--- config.mk ---
export PLATFORM = sky130hd
export DESIGN_NAME = tw_eeprom_slave
export DESIGN_NICKNAME = d
export VERILOG_FILES = /design/src/rtl/tw_pkg.sv /design/src/rtl/tw_line_filter.sv /design/src/rtl/tw_regfile.sv /design/src/rtl/tw_eeprom_slave.sv
export SDC_FILE = /design/constraint.sdc
export NUM_CORES = 2
export LEC_CHECK = 0
export ABC_CLOCK_PERIOD_IN_PS = 3100
export BUFFER_PORTS_ARGS = -buffer_cell sky130_fd_sc_hd__clkbuf_2
export CAP_MARGIN = 20
export CORE_MARGIN = 2
export CORE_UTILIZATION = 25
export CTS_CLUSTER_DIAMETER = 100
export DETAILED_ROUTE_END_ITERATION = 10
export PLACE_DENSITY = 0.39
export SLEW_MARGIN = 20
export SYNTH_ARGS = -nofsm -noshare
export SYNTH_HDL_FRONTEND = slang
export SYNTH_SLANG_ARGS = --single-unit
--- constraint.sdc ---
create_clock -name clk -period 3.1 [get_ports clk]
set_input_delay 0.31 -clock clk [delete_from_list [all_inputs] [get_ports clk]]
set_output_delay 0.31 -clock clk [all_outputs]
set_load 0.005 [all_outputs]
--- src/rtl/tw_pkg.sv ---
package tw_pkg;
  typedef enum logic [2:0] {
    PH_IDLE,
    PH_DEV,
    PH_WADDR,
    PH_WDATA,
    PH_READ
  } tw_phase_e;

  localparam logic [3:0] TYPE_MEM  = 4'b1010;
  localparam logic [3:0] TYPE_PROT = 4'b0110;
  localparam int         BYTE_W    = 8;
endpackage

--- src/rtl/tw_line_filter.sv ---
module tw_line_filter #(
  parameter int SYNC_STAGES = 2,
  parameter int TAPS        = 3
) (
  input  logic clk,
  input  logic rst_n,
  input  logic d_i,
  output logic q_o
);
  localparam int CNT_W = $clog2(TAPS + 1);
  localparam int HALF  = TAPS / 2;

  logic [SYNC_STAGES-1:0] sync_q;
  logic [TAPS-1:0]        hist_q;
  logic [CNT_W-1:0]       ones;

  always_comb begin
    ones = '0;
    for (int i = 0; i < TAPS; i++) ones = ones + CNT_W'(hist_q[i]);
  end

  always_ff @(posedge clk or negedge rst_n) begin
    if (!rst_n) begin
      sync_q <= '1;
      hist_q <= '1;
      q_o    <= 1'b1;
    end else begin
      sync_q <= {sync_q[SYNC_STAGES-2:0], d_i};
      hist_q <= {hist_q[TAPS-2:0], sync_q[SYNC_STAGES-1]};
      q_o    <= (ones > CNT_W'(HALF));
    end
  end
endmodule

--- src/rtl/tw_regfile.sv ---
module tw_regfile #(
  parameter int AW = 8,
  parameter int DW = 8
) (
  input  logic          clk,
  input  logic          rst_n,
  input  logic          we,
  input  logic [AW-1:0] waddr,
  input  logic [DW-1:0] wdata,
  input  logic [AW-1:0] raddr,
  output logic [DW-1:0] rdata
);
  localparam int DEPTH = 1 << AW;

  logic [DW-1:0] mem [DEPTH];

  always_ff @(posedge clk or negedge rst_n) begin
    if (!rst_n) begin
      for (int i = 0; i < DEPTH; i++) mem[i] <= '0;
    end else if (we) begin
      mem[waddr] <= wdata;
    end
  end

  assign rdata = mem[raddr];
endmodule

--- src/rtl/tw_eeprom_slave.sv ---
module tw_eeprom_slave
  import tw_pkg::*;
#(
  parameter int ADDR_W      = 8,
  parameter int PAGE_W      = 4,
  parameter int SYNC_STAGES = 2,
  parameter int FILT_TAPS   = 3
) (
  input  logic              clk,
  input  logic              rst_n,
  input  logic              scl_i,
  input  logic              sda_i,
  input  logic [2:0]        chip_sel_i,
  input  logic              busy_i,
  output logic              sda_oe_o,
  output logic              wr_stb_o,
  output logic [ADDR_W-1:0] wr_addr_o,
  output logic [BYTE_W-1:0] wr_data_o,
  output logic              wr_commit_o,
  output logic              prot_cmd_o
);
  localparam int LINES = 2;

  // Next write address: low PAGE_W bits roll, upper bits hold.
  function automatic logic [ADDR_W-1:0] page_next(input logic [ADDR_W-1:0] a);
    logic [PAGE_W-1:0] lo;
    lo = a[PAGE_W-1:0] + 1'b1;
    return {a[ADDR_W-1:PAGE_W], lo};
  endfunction

  function automatic logic sel_hit(input logic [7:0] sel, input logic [2:0] cs);
    return ((sel[7:4] == TYPE_MEM) || (sel[7:4] == TYPE_PROT)) && (sel[3:1] == cs);
  endfunction

  // Line conditioning
  logic [LINES-1:0] raw_lines, filt_lines;
  assign raw_lines = {sda_i, scl_i};
  for (genvar g = 0; g < LINES; g++) begin : g_line
    tw_line_filter #(.SYNC_STAGES(SYNC_STAGES), .TAPS(FILT_TAPS)) u_filt (
      .clk(clk), .rst_n(rst_n), .d_i(raw_lines[g]), .q_o(filt_lines[g])
    );
  end

  logic scl_f, sda_f, scl_q, sda_q;
  assign scl_f = filt_lines[0];
  assign sda_f = filt_lines[1];

  always_ff @(posedge clk or negedge rst_n) begin
    if (!rst_n) begin
      scl_q <= 1'b1;
      sda_q <= 1'b1;
    end else begin
      scl_q <= scl_f;
      sda_q <= sda_f;
    end
  end

  // Named bus events
  logic start_ev, stop_ev, scl_rise, scl_fall;
  assign start_ev = scl_q & scl_f & sda_q & ~sda_f;
  assign stop_ev  = scl_q & scl_f & ~sda_q & sda_f;
  assign scl_rise = ~scl_q & scl_f;
  assign scl_fall = scl_q & ~scl_f;

  // Engine state
  tw_phase_e         phase, next_ph;
  logic [3:0]        bitcnt;
  logic [7:0]        shreg, txreg;
  logic [ADDR_W-1:0] addr_ctr;
  logic              prot_sel, prot_armed, wrote_any;
  logic [BYTE_W-1:0] rd_data;
  logic [2:0]        tx_idx;
  logic              dev_eval, dev_hit, in_dev, in_read, byte_done;

  assign tx_idx    = 3'(4'd7 - bitcnt);
  assign byte_done = scl_fall && (bitcnt == 4'd8);
  assign dev_eval  = byte_done && (phase == PH_DEV);
  assign dev_hit   = sel_hit(shreg, chip_sel_i) && !busy_i;
  assign in_dev    = (phase == PH_DEV);
  assign in_read   = (phase == PH_READ);

  tw_regfile #(.AW(ADDR_W), .DW(BYTE_W)) u_mem (
    .clk(clk), .rst_n(rst_n), .we(wr_stb_o), .waddr(wr_addr_o), .wdata(wr_data_o),
    .raddr(addr_ctr), .rdata(rd_data)
  );

  always_ff @(posedge clk or negedge rst_n) begin
    if (!rst_n) begin
      phase       <= PH_IDLE;
      next_ph     <= PH_IDLE;
      bitcnt      <= '0;
      shreg       <= '0;
      txreg       <= '0;
      addr_ctr    <= '0;
      prot_sel    <= 1'b0;
      prot_armed  <= 1'b0;
      wrote_any   <= 1'b0;
      sda_oe_o    <= 1'b0;
      wr_stb_o    <= 1'b0;
      wr_addr_o   <= '0;
      wr_data_o   <= '0;
      wr_commit_o <= 1'b0;
      prot_cmd_o  <= 1'b0;
    end else begin
      wr_stb_o    <= 1'b0;
      wr_commit_o <= 1'b0;
      prot_cmd_o  <= 1'b0;
      if (start_ev) begin
        phase      <= PH_DEV;
        bitcnt     <= '0;
        sda_oe_o   <= 1'b0;
        wrote_any  <= 1'b0;
        prot_armed <= 1'b0;
      end else if (stop_ev) begin
        phase       <= PH_IDLE;
        sda_oe_o    <= 1'b0;
        wr_commit_o <= wrote_any;
        prot_cmd_o  <= prot_armed;
        wrote_any   <= 1'b0;
        prot_armed  <= 1'b0;
      end else if (phase != PH_IDLE) begin
        if (scl_rise) begin
          if (bitcnt < 4'd8) begin
            shreg  <= {shreg[6:0], sda_f};
            bitcnt <= bitcnt + 4'd1;
          end else if (bitcnt == 4'd8) begin
            bitcnt <= 4'd9;
            if (phase == PH_READ) next_ph <= sda_f ? PH_IDLE : PH_READ;
          end
        end
        if (byte_done) begin
          case (phase)
            PH_DEV: begin
              sda_oe_o <= dev_hit;
              prot_sel <= (shreg[7:4] == TYPE_PROT);
              if (!dev_hit)                       next_ph <= PH_IDLE;
              else if (!shreg[0])                 next_ph <= PH_WADDR;
              else if (shreg[7:4] == TYPE_PROT)   next_ph <= PH_IDLE;
              else                                next_ph <= PH_READ;
            end
            PH_WADDR: begin
              sda_oe_o <= 1'b1;
              if (!prot_sel) addr_ctr <= shreg[ADDR_W-1:0];
              next_ph <= PH_WDATA;
            end
            PH_WDATA: begin
              sda_oe_o <= 1'b1;
              next_ph  <= PH_WDATA;
              if (prot_sel) begin
                prot_armed <= 1'b1;
              end else begin
                wr_stb_o  <= 1'b1;
                wr_addr_o <= addr_ctr;
                wr_data_o <= shreg;
                addr_ctr  <= page_next(addr_ctr);
                wrote_any <= 1'b1;
              end
            end
            default: sda_oe_o <= 1'b0;
          endcase
        end else if (scl_fall && bitcnt == 4'd9) begin
          bitcnt <= '0;
          phase  <= next_ph;
          if (next_ph == PH_READ) begin
            txreg    <= rd_data;
            sda_oe_o <= ~rd_data[7];
            addr_ctr <= addr_ctr + 1'b1;
          end else begin
            sda_oe_o <= 1'b0;
          end
        end else if (scl_fall && phase == PH_READ && bitcnt != 4'd0) begin
          sda_oe_o <= ~txreg[tx_idx];
        end
      end
    end
  end
endmodule

==> results.sh <==
export IMPL_worstPathCellList="buf_12 -> buf_12 -> buf_16 -> buf_16 -> mux4_2 -> mux4_2 -> a22oi_2 -> buf_4 -> nand2_4 -> o21ai_4 -> buf_6 -> o21ai_1"
export IMPL_synth_edf_count=0
export IMPL_fin_worst_skew_ns=0.04529
export IMPL_dr_first_iter_drc_count=3021
export IMPL_synth_top_family_by_area="multiplexers"
export IMPL_cp_data_arrival_time_ns=4.05
export IMPL_synth_cell_area_sq_um=96080
export IMPL_final_common_cell="dfrtp_1"
export IMPL_synthTopCellsByArea="dfrtp_1 55%, mux2_2 24%, mux4_2 13%"
export IMPL_p_leak_nw=54.35
export IMPL_grt_overflow=0
export IMPL_violations="setup timing"
export IMPL_synth_mux_area_frac=0.3806
export IMPL_ant_nets=0
export IMPL_vias=57560
export IMPL_antenna_found_initial=13
export IMPL_pwr_share_seq=0.463
export IMPL_holdWs_ns=0.08743
export IMPL_run_status="finished with violations"
export IMPL_wl_per_cell_um=27.83
export IMPL_first_pass_iters=5
export IMPL_clock_latency_ns=0.90
export IMPL_vias_per_cell=4.805
export IMPL_power_mw=59.92
export IMPL_pin_count=28
export IMPL_grt_pass1_wl_um=482700
export IMPL_synth_fp_nets=6138
export IMPL_start_util=0.2512
export IMPL_grt_pass1_vias=61930
export IMPL_gp_congestion=0.7954
export IMPL_clockPowerShare=0.523
export IMPL_cts_root_buf="clkbuf_16"
export IMPL_async_flop_share=1.000
export IMPL_synth_top_cell_by_area="dfrtp_1"
export IMPL_seq_area_frac_synth=0.5520
export IMPL_die_h_um=624.0
export IMPL_fill_cells=37670
export IMPL_ys_dominant_reg_cell="dfrtp_1"
export IMPL_synthXorXnorAreaFrac=0.0004558
export IMPL_die_w_um=624.0
export IMPL_final_nets=6737
export IMPL_regArea_sq_um=53090
export IMPL_drive_above_1_share=0.5719
export IMPL_switchingPower_mw=13.49
export IMPL_yosysWarnings=0
export IMPL_post_route_period_util=1.055
export IMPL_syn2layout_area_growth_pct=22.87
export IMPL_setup_violations=4
export IMPL_critPathLaunchType="register"
export IMPL_clock_path_buffers=4
export IMPL_dieArea_sq_um=389300
export IMPL_maxCapViolCount=0
export IMPL_synth_simple_area_share=0.02421
export IMPL_htree_levels=5
export IMPL_synth_compound_area_share=0.02147
export IMPL_pre_cts_ws_ns=-0.7665
export IMPL_grt_use_total=0.1704
export IMPL_syn_avg_cell_area_sq_um=15.69
export IMPL_layout_setup_ws_ns=-0.1697
export IMPL_ys_ff_latch=2119
export IMPL_combPwrFrac=0.014
export IMPL_hold_violations=0
export IMPL_power_density_nw_per_um2=507.6
export IMPL_slowest_stage="mux4_2"
export IMPL_path_class="register to register"
export IMPL_cp_end_kind="register"
export IMPL_fmax_mhz=305.8
export IMPL_tns_ns=-0.2993
export IMPL_synth_cell_types=71
export IMPL_maxSlewViolCount=0
export IMPL_numCtsBuffers=269
export IMPL_layout_common_cells="2090 x dfrtp_1, 2081 x mux2_2, 569 x buf_4, 545 x mux4_2, 275 x clkbuf_16"
export IMPL_synthCells=6124
export IMPL_yosys_area_share_adder=0.0007813
export IMPL_route_detailed_drc=0
export IMPL_tritoncts="yes"
export IMPL_cts_sinks=2119
export IMPL_relSlewSlack=0.3357
export IMPL_hpwl_um=218800
export IMPL_intPower_mw=46.44
export IMPL_synth_top_cell_area_share=0.5482
export IMPL_ir_drop_v=0.0003670
export IMPL_rsz0062_at_grt="true"
export IMPL_cpPeakStageDelay_ns=0.55
export IMPL_worst_pin_slew_ns=0.9965
export IMPL_grt_max_degree=145
export IMPL_dp_cells=11400
export IMPL_cp_max_fo=8
export IMPL_io_buffers=27
export IMPL_multi_input_area_sq_um=41760
export IMPL_fin_crit_ns=3.270
export IMPL_cts_reportedPaths_clkPinSlew_ns=0.06
export IMPL_core_area_sq_um=382600
export IMPL_switching_share=0.2251
export IMPL_holdCritPathClass="input pin to register"
export IMPL_drt_total_wl_um=333300
export IMPL_cp_data_required_time_ns=3.88
export IMPL_row_count=227
export IMPL_final_cells=11980
worst max-delay path: cells and delay by family, from the launching register on:
family                 cells  cell delay (ns)
muxes                      2             1.07
DFF                        1             0.46
AOI/OAI and AO/OA          3             0.56
and+or+nand+nor            1             0.06
buffers and inverters      6             0.96
Yosys cell counts (6+ instances only):
library cell,instances
a211oi_1,12
a21o_1,6
a21oi_1,55
a221oi_1,13
a22o_1,19
a22oi_1,77
a31oi_1,14
and2_1,6
and3_1,6
buf_1,13
buf_2,82
buf_4,27
clkbuf_1,328
dfrtp_1,2105
dfstp_2,14
ha_1,6
mux2_2,2081
mux2i_1,78
mux4_2,545
nand2_1,185
nand2b_1,18
nand3_1,30
nand4_1,6
nor2_1,203
nor2b_1,18
nor3_1,20
nor4_1,10
o21ai_0,38
o221ai_1,6
o22ai_1,12
registers in the layout, indices dropped and copies added (netlist names):
register              flops
prot_sel                  1
txreg                     8
next_ph                   3
wr_commit_o               1
prot_cmd_o                1
wrote_any                 1
g_line.u_filt.hist_q      6
sda_q                     1
phase                     3
shreg                     8
g_line.u_filt.sync_q      4
sda_oe_o                  1
wr_data_o                 8
wr_addr_o                 8
scl_q                     1
addr_ctr                  8
wr_stb_o                  1
u_mem.mem              2048
prot_armed                1
bitcnt                    4
g_line.u_filt.q_o         2
metal layers:
layer	vias to the layer above	GRT usage	part of all wire
met2	981	0.2756	0.47
met3	389	0.02272	0.035
met4	2	0.04225	0.026
li1	24240	-	-
met5	-	0	0.000024
met1	31950	0.2404	0.47
logic make-up (layout without fill, tap and decap cells):
kind of cell | count (synthesis) | count (layout)
flops | 2119 | 2119
buf+inv | 461 | 1267
other cells | 0 | 10
mux | 2707 | 2707
fa+ha+maj | 6 | 6
compound gates | 297 | 297
xor+xnor | 5 | 5
simple gates | 529 | 529
final cells by class:
cell class	instances	share of cell area
timing repair buffer	783	0.06862
clock inverter	65	0.006105
tap	5038	0.05339
antenna	10	0.0002120
clock buffer	413	0.06802
inverter	6	0.0002120
multi-input combinational	3544	0.3537
sequential	2119	0.4497
power by group through the flow:
stage               registers, mW  logic (mW)  clock network, mW
global placement             28.2       0.832                  0
floorplan                    28.2      0.0741                  0
detailed placement           28.2       0.848                  0
finish                       27.8       0.809               31.4
global route                 27.7       0.948               33.6
CTS                          27.7       0.860               32.4
worst paths after layout:
check / start / endpoint / slack (ns) / cells after the start
hold reg to reg: g_line[1].u_filt.sync_q[1]$_DFF_PN1_ / g_line[1].u_filt.hist_q[0]$_DFF_PN1_ / 0.35 / 0
max in group asynchronous: rst_n / u_mem.mem[904]$_DFFE_PN0P_ / 1.87 / 4
setup reg to reg: addr_ctr[0]$_DFFE_PN0P_ / txreg[6]$_DFFE_PN0P_ / -0.17 / 12
min in group asynchronous: rst_n / u_mem.mem[59]$_DFFE_PN0P_ / 0.21 / 3
setup / recovery: addr_ctr[0]$_DFFE_PN0P_ / txreg[6]$_DFFE_PN0P_ / -0.17 / 12
hold / removal: sda_i / g_line[1].u_filt.sync_q[0]$_DFF_PN1_ / 0.09 / 2
per-stage QoR:
step	area, sq um	utilization
final	118100	0.3086
after global routing	118000	0.3085
after CTS	117800	0.3079
after detailed placement	107400	0.2807
after global placement	107300	0.2806
after floorplan	96080	-
timing repair:
action | in CTS | in global routing
gates cloned | 13 | 0
hold buffers | 4 | 0
buffers inserted | 63 | 13
pin swaps | 28 | 12
resized for setup | 146 | 36
endpoints found under the hold margin | 945 | 0
setup endpoints to repair | 9 | 8
Note: power is estimated with default switching activity, not from simulation.
